--- src/rtl/cal_pkg.sv ---
// Package: shared types and the rate-select decode for the calibration pulse
// generator. Assumes multiples are powers of two, expressed as shift counts.
package cal_pkg;

    typedef struct packed {
        logic [3:0] shift;   // log2 of the rate multiple
        logic       hf;      // high-rate mode with fixed short width
    } rate_t;

    // Map the three select bits {hi, mid, lo} to a multiple and a mode flag
    function automatic rate_t decode_rate(input logic [2:0] code);
        rate_t r;
        r.hf = 1'b0;
        case (code)
            3'b100:  r.shift = 4'd7;
            3'b000,
            3'b101:  r.shift = 4'd6;
            3'b001,
            3'b110:  r.shift = 4'd5;
            3'b010,
            3'b111:  r.shift = 4'd4;
            default: begin
                r.shift = 4'd11;
                r.hf    = 1'b1;
            end
        endcase
        return r;
    endfunction

endpackage

--- src/rtl/cal_rate_decode.sv ---
// Rate decode: turns the latched select code into a pulse quantum and the
// high-rate flag. Assumes BASE_QUANTUM is large enough that BASE>>11 >= 1.
module cal_rate_decode #(
    parameter int BASE_QUANTUM = 65536,
    parameter int ACC_W        = 18
) (
    input  logic [2:0]       code,
    output logic [ACC_W-1:0] quantum,
    output logic             hf
);
    import cal_pkg::*;

    rate_t r;

    // Combinational lookup of quantum and mode
    always_comb begin
        r       = decode_rate(code);
        quantum = ACC_W'(BASE_QUANTUM) >> r.shift;
        hf      = r.hf;
    end

endmodule

--- src/rtl/cal_accum.sv ---
// Energy accumulator: adds clamped, threshold-gated samples and requests a
// pulse when a full quantum is held. Assumes quantum < 2**ACC_W. Saturates
// rather than wrapping when pulses are held off.
module cal_accum #(
    parameter int PWR_W  = 16,
    parameter int ACC_W  = 18,
    parameter int NOLOAD = 4
) (
    input  logic                    clk,
    input  logic                    rst_n,
    input  logic                    valid,
    input  logic signed [PWR_W-1:0] sample,
    input  logic [ACC_W-1:0]        quantum,
    input  logic                    clear,
    input  logic                    ready,
    output logic                    fire
);
    localparam logic signed [PWR_W-1:0] NL_TH = PWR_W'(NOLOAD);

    logic [ACC_W-1:0] acc;
    logic [ACC_W-1:0] add;
    logic [ACC_W:0]   nxt;

    // Gate the sample: drop negatives and sub-threshold values
    always_comb begin
        add = '0;
        if (valid && !sample[PWR_W-1] && (sample >= NL_TH))
            add = ACC_W'(unsigned'(sample));
    end

    // Request a pulse when a quantum is available and the shaper is idle
    assign fire = ready && !clear && (acc >= quantum);

    // Next accumulator value before saturation
    assign nxt = {1'b0, acc} + {1'b0, add} - {1'b0, (fire ? quantum : '0)};

    // Accumulator register with clear and saturation
    always_ff @(posedge clk) begin
        if (!rst_n)         acc <= '0;
        else if (clear)     acc <= '0;
        else if (nxt[ACC_W]) acc <= '1;
        else                acc <= nxt[ACC_W-1:0];
    end

    a_r8_negative_clamped: assert property (@(posedge clk) disable iff (!rst_n)
        (valid && sample[PWR_W-1] && !clear && !fire) |=> (acc == $past(acc)));

    a_r7_noload_ignored: assert property (@(posedge clk) disable iff (!rst_n)
        (valid && !sample[PWR_W-1] && (sample < NL_TH) && !clear && !fire)
        |=> (acc == $past(acc)));

endmodule

--- src/rtl/cal_pulse_shaper.sv ---
// Pulse shaper: on each request it drives one active-high pulse. The width
// is nominal, half the last measured period at fast rates, or a fixed short
// width in high-rate mode. Assumes requests arrive only while idle.
module cal_pulse_shaper #(
    parameter int NOM_WIDTH = 40,
    parameter int HF_WIDTH  = 3
) (
    input  logic clk,
    input  logic rst_n,
    input  logic fire,
    input  logic hf,
    input  logic restart,
    output logic pulse_o,
    output logic busy_o
);
    localparam int CAP = 2 * NOM_WIDTH;
    localparam int PW  = $clog2(CAP + 1);

    logic          active;
    logic [PW-1:0] pcnt;
    logic [PW-1:0] wcnt;
    logic [PW-1:0] width;
    logic [PW-1:0] half;
    logic [PW-1:0] run_len;

    // Pick the width for a pulse starting now
    always_comb begin
        half = pcnt >> 1;
        if (half == '0) half = PW'(1);
        if (hf)                  width = PW'(HF_WIDTH);
        else if (pcnt < PW'(CAP)) width = half;
        else                      width = PW'(NOM_WIDTH);
    end

    // Measure cycles between successive pulse starts, saturating at CAP
    always_ff @(posedge clk) begin
        if (!rst_n || restart) pcnt <= PW'(CAP);
        else if (fire)         pcnt <= PW'(1);
        else if (pcnt < PW'(CAP)) pcnt <= pcnt + PW'(1);
    end

    // Pulse state and remaining-width counter
    always_ff @(posedge clk) begin
        if (!rst_n) begin
            active <= 1'b0;
            wcnt   <= '0;
        end else if (fire) begin
            active <= 1'b1;
            wcnt   <= width - PW'(1);
        end else if (active) begin
            if (wcnt == '0) active <= 1'b0;
            else            wcnt   <= wcnt - PW'(1);
        end
    end

    assign pulse_o = active;
    assign busy_o  = active;

    // Checker: length of the current high run
    always_ff @(posedge clk) begin
        if (!rst_n)      run_len <= '0;
        else if (active) run_len <= run_len + PW'(1);
        else             run_len <= '0;
    end

    a_r10_no_overlap: assert property (@(posedge clk) disable iff (!rst_n)
        fire |-> !active);

    a_r4_width_limit: assert property (@(posedge clk) disable iff (!rst_n)
        active |-> (run_len < PW'(NOM_WIDTH)));

    a_r6_hf_width: assert property (@(posedge clk) disable iff (!rst_n)
        (active && hf) |-> (run_len < PW'(HF_WIDTH)));

endmodule

--- src/rtl/cal_pulse_gen.sv ---
// Calibration pulse generator top. Latches the rate code between pulses,
// clears the accumulator on a code change, and links the accumulator to the
// shaper. Assumes samples are real power in the same units as BASE_QUANTUM.
module cal_pulse_gen #(
    parameter int PWR_W        = 16,
    parameter int BASE_QUANTUM = 65536,
    parameter int NOM_WIDTH    = 40,
    parameter int HF_WIDTH     = 3,
    parameter int NOLOAD       = 4
) (
    input  logic                    clk,
    input  logic                    rst_n,
    input  logic                    smp_valid,
    input  logic signed [PWR_W-1:0] smp_power,
    input  logic [2:0]              rate_sel,
    output logic                    cal_pulse
);
    localparam int QW    = $clog2(BASE_QUANTUM) + 1;
    localparam int ACC_W = ((QW > PWR_W) ? QW : PWR_W) + 2;

    logic [2:0]       sel_q;
    logic             apply;
    logic             busy;
    logic             fire;
    logic             hf;
    logic [ACC_W-1:0] quantum;

    assign apply = (rate_sel != sel_q) && !busy;

    // Adopt a new rate code only while no pulse is in progress
    always_ff @(posedge clk) begin
        if (!rst_n)     sel_q <= rate_sel;
        else if (apply) sel_q <= rate_sel;
    end

    cal_rate_decode #(.BASE_QUANTUM(BASE_QUANTUM), .ACC_W(ACC_W)) u_dec (
        .code    (sel_q),
        .quantum (quantum),
        .hf      (hf)
    );

    cal_accum #(.PWR_W(PWR_W), .ACC_W(ACC_W), .NOLOAD(NOLOAD)) u_acc (
        .clk     (clk),
        .rst_n   (rst_n),
        .valid   (smp_valid),
        .sample  (smp_power),
        .quantum (quantum),
        .clear   (apply),
        .ready   (!busy),
        .fire    (fire)
    );

    cal_pulse_shaper #(.NOM_WIDTH(NOM_WIDTH), .HF_WIDTH(HF_WIDTH)) u_shp (
        .clk     (clk),
        .rst_n   (rst_n),
        .fire    (fire),
        .hf      (hf),
        .restart (apply),
        .pulse_o (cal_pulse),
        .busy_o  (busy)
    );

    a_r9_code_held: assert property (@(posedge clk) disable iff (!rst_n)
        busy |=> $stable(sel_q));

endmodule

--- config.mk ---
export PLATFORM = sky130hd
export DESIGN_NAME = cal_pulse_gen
export DESIGN_NICKNAME = d
export VERILOG_FILES = /design/src/rtl/cal_pkg.sv /design/src/rtl/cal_rate_decode.sv /design/src/rtl/cal_accum.sv /design/src/rtl/cal_pulse_shaper.sv /design/src/rtl/cal_pulse_gen.sv
export SDC_FILE = /design/constraint.sdc
export NUM_CORES = 1
export LEC_CHECK = 0
export BUFFER_PORTS_ARGS = -buffer_cell sky130_fd_sc_hd__buf_2
export CAP_MARGIN = 20
export CORE_MARGIN = 3
export CORE_UTILIZATION = 50
export CTS_CLUSTER_SIZE = 30
export DETAILED_ROUTE_END_ITERATION = 8
export PLACE_DENSITY = 0.77
export SETUP_SLACK_MARGIN = 0.1
export SLEW_MARGIN = 25
export SYNTH_ARGS = -nofsm -noshare
export SYNTH_HDL_FRONTEND = slang
export SYNTH_SLANG_ARGS = --single-unit
export TNS_END_PERCENT = 1
--- constraint.sdc ---
create_clock -name clk -period 8.8 [get_ports clk]
set_input_delay 0.88 -clock clk [delete_from_list [all_inputs] [get_ports clk]]
set_output_delay 0.88 -clock clk [all_outputs]
set_load 0.02 [all_outputs]
==> impl_metrics.env <==
export IMPL_synth_warnings=0
export IMPL_hold_viol=0
export IMPL_yosysUniqueCellTypes=52
export IMPL_post_route_period_util_pct=60.29
export IMPL_grtUsageTotal_pct=20.70
export IMPL_synth_ff_type="dfxtp_1"
export IMPL_nets=500
export IMPL_endpoint_kind="flop"
export IMPL_synthMuxAreaShare_pct=0.9467
export IMPL_cts_max_level=2
export IMPL_clkSlewWorstSetupHoldPaths_ns=0.08
export IMPL_setup_viol=0
export IMPL_antenna_left=0
export IMPL_cp_max_fo=30
export IMPL_vias=2775
export IMPL_die_h_um=85.65
export IMPL_grt_pass1_vias=2728
export IMPL_synth_edff_count=3
export IMPL_diodes=0
export IMPL_min_period_ns=5.305
export IMPL_hpwl_um=5588
export IMPL_routedWlPerCell_um=13.70
export IMPL_ctsResizeCount=0
export IMPL_clock_latency_ns=0.29
export IMPL_relSlewSlack_pct=39.12
export IMPL_fmax_ghz=0.1885
export IMPL_antenna_found_initial=0
export IMPL_max_vdd_ir_drop_uv=80.39
export IMPL_yosys_area_share_simple_pct=20.24
export IMPL_dp_slack_ns=3.146
export IMPL_fp_coreArea_mm2=0.006026
export IMPL_synthAdderAreaFrac_pct=21.30
export IMPL_power_density_mw_per_mm2=201.8
export IMPL_synth_compound_area_share_pct=17.00
export IMPL_synthCells=402
export IMPL_fp_dieW_um=85.65
export IMPL_clockRootBuffer="clkbuf_8"
export IMPL_async_flop_share_pct=0
export IMPL_cts_sinks=37
export IMPL_die_area_mm2=0.007335
export IMPL_finalMaxSlewViolations=0
export IMPL_setup_tns_ns=0
export IMPL_p_leak_uw=0.001550
export IMPL_numCtsBuffers=5
export IMPL_start_kind="flop"
export IMPL_area_growth_pct=9.270
export IMPL_crit_type="flop to flop"
export IMPL_rows=28
export IMPL_maxCapViolCount=0
export IMPL_synth_xor_area_share_pct=7.732
export IMPL_tightest_slew_ns=0.9110
export IMPL_overflow=0
export IMPL_numPortBuffers=22
export IMPL_holdBufCountCts=0
export IMPL_cp_data_required_time_ns=8.99
export IMPL_ios=23
export IMPL_grt_pass1_wl_um=12320
export IMPL_cts_tree="done"
export IMPL_yosysSeqAreaShare_pct=24.30
export IMPL_synth_top_family_by_area="adder cells"
export IMPL_syn_avg_cell_area_um2=7.890
export IMPL_ys_ff_latch=37
export IMPL_syn_area_mm2=0.003172
export IMPL_viasPerCell=5.463
export IMPL_initial_core_util_pct=52.64
export IMPL_drive_above_1_share_pct=8.545
export IMPL_status="finished clean"
export IMPL_final_core_util_pct=57.52
export IMPL_totalWireLength_um=6960
export IMPL_gp_congestion=0.8739
export IMPL_rsz0062_at_grt="no"
export IMPL_postCtsSetupRepairBufs=0
export IMPL_grt_max_degree=31
export IMPL_post_route_drc_count=0
export IMPL_cp_arrival_ns=5.50
export IMPL_worst_clock_skew_ns=0.009913
export IMPL_drtPass1Iterations=4
export IMPL_drt_iter0_drc=169
export IMPL_layout_setup_ws_ns=3.495
export IMPL_cts_buffer_depth=2
export IMPL_hold_class="flop to flop"
cells by family (layout without fill, tap and decap cells):
group,Yosys count,in the layout
compound gates,87,87
xor+xnor,28,28
fa+ha+maj,45,45
buf+inv,67,87
flops,37,37
other cells,2,13
mux,3,3
simple gates,133,133
through the flow:
step | total power [µW] | cells | hold WS (ns) | instance area, µm²
after floorplan | 506.3 | 413 | 0.4547 | 3213
after global placement | 571.1 | 501 | 0.4756 | 3383
after detailed placement | 582.4 | 501 | 0.4954 | 3387
after CTS | 698.5 | 508 | 0.5051 | 3465
after global routing | 766.0 | 508 | 0.5533 | 3466
final | 699.3 | 508 | 0.5054 | 3466
layout by cell type, fill, tap and decap left out, drive strengths merged, types with 2 or more instances in the layout:
cell and instances:
inv 57, nand2 37, nor2 36, a21oi 34, dfxtp 34, ha 30
buf 23, xnor2 16, fa 15, o21ai 14, nand3 13, conb 13
xor2 12, nor3 9, nand4 9, a211oi 8, a21o 6, clkbuf 6
nor4 5, nand2b 5, or4 5, a31oi 4, and2 3, mux2i 3
o211ai 3, edfxtp 3, or2 3, and3 2, o22ai 2, a21boi 2
o2111ai 2, o21bai 2, o21a 2
critical path: stages (launching register included):
cell,delay [ns]
edfxtp_1,0.48
nand3b_1,0.41
ha_1,0.40
o21ai_0,0.16
a21oi_1,0.08
o41ai_1,0.36
a311o_2,0.59
nor2_1,0.14
fa_1,0.52
inv_1,0.04
ha_1,0.35
a21oi_1,0.16
o21ai_0,0.17
a2111oi_0,0.43
a21oi_1,0.18
mux2i_1,0.24
o21ai_2,0.28
a31oi_1,0.22
cell type report:
class | instances | area (µm²)
inverter | 57 | 214.0
multi-input combinational | 309 | 2192
fill | 566 | 2560
tap | 75 | 93.84
sequential | 37 | 770.7
timing repair buffer | 23 | 117.6
clock inverter | 1 | 5.005
clock buffer | 6 | 72.57
synthesized netlist by cell type (3+ instances only):
master,instances,area [µm²]
nor2_1,35,131.4
nand2b_1,5,31.28
or4_1,4,30.03
mux2i_1,3,30.03
and2_1,3,18.77
o21ai_0,12,60.06
o211ai_1,3,22.52
nor4_1,5,31.28
clkbuf_1,7,26.28
a21o_1,6,45.04
inv_1,57,214.0
edfxtp_1,3,90.09
a21oi_1,34,170.2
dfxtp_1,34,680.7
a211oi_1,8,60.06
xor2_1,12,105.1
fa_1,15,300.3
nor3_1,9,45.04
nand4_1,9,56.30
nand3_1,13,65.06
xnor2_1,16,140.1
a31oi_1,4,25.02
nand2_1,37,138.9
ha_1,30,375.4
where the power goes:
group	internal, µW	leakage [µW]	total, µW	switching, µW
logic	152	0.00120	371	219
registers	193	0.000308	214	21.4
clock network	53.9	0.0000410	115	60.8
total	399	0.00155	699	301
final timing paths:
kind                               startpoint            end  slack (ns)  depth (start not counted)
worst max-delay path                 sel_q[2]  u_acc.acc[18]        3.49                         17
worst min-delay path            u_shp.wcnt[6]  u_shp.wcnt[6]        0.51                          2
worst max register to register       sel_q[2]  u_acc.acc[18]        3.49                         17
worst min register to register  u_shp.wcnt[6]  u_shp.wcnt[6]        0.51                          2
state kept, by name (all words and copies together), names as in the netlist:
| register | cells |
|---|---|
| u_shp.busy_o | 1 |
| u_acc.acc | 19 |
| u_shp.wcnt | 7 |
| sel_q | 3 |
| u_shp.pcnt | 7 |
metal layers:
layer	vias up	GRT usage (%)	routed length [µm]
met5	-	0	0
met4	0	6.187	131
met3	11	3.650	387
met2	62	31.78	3008
met1	1281	29.72	3432
li1	1421	-	-
Note: power is estimated with default switching activity, not from simulation.
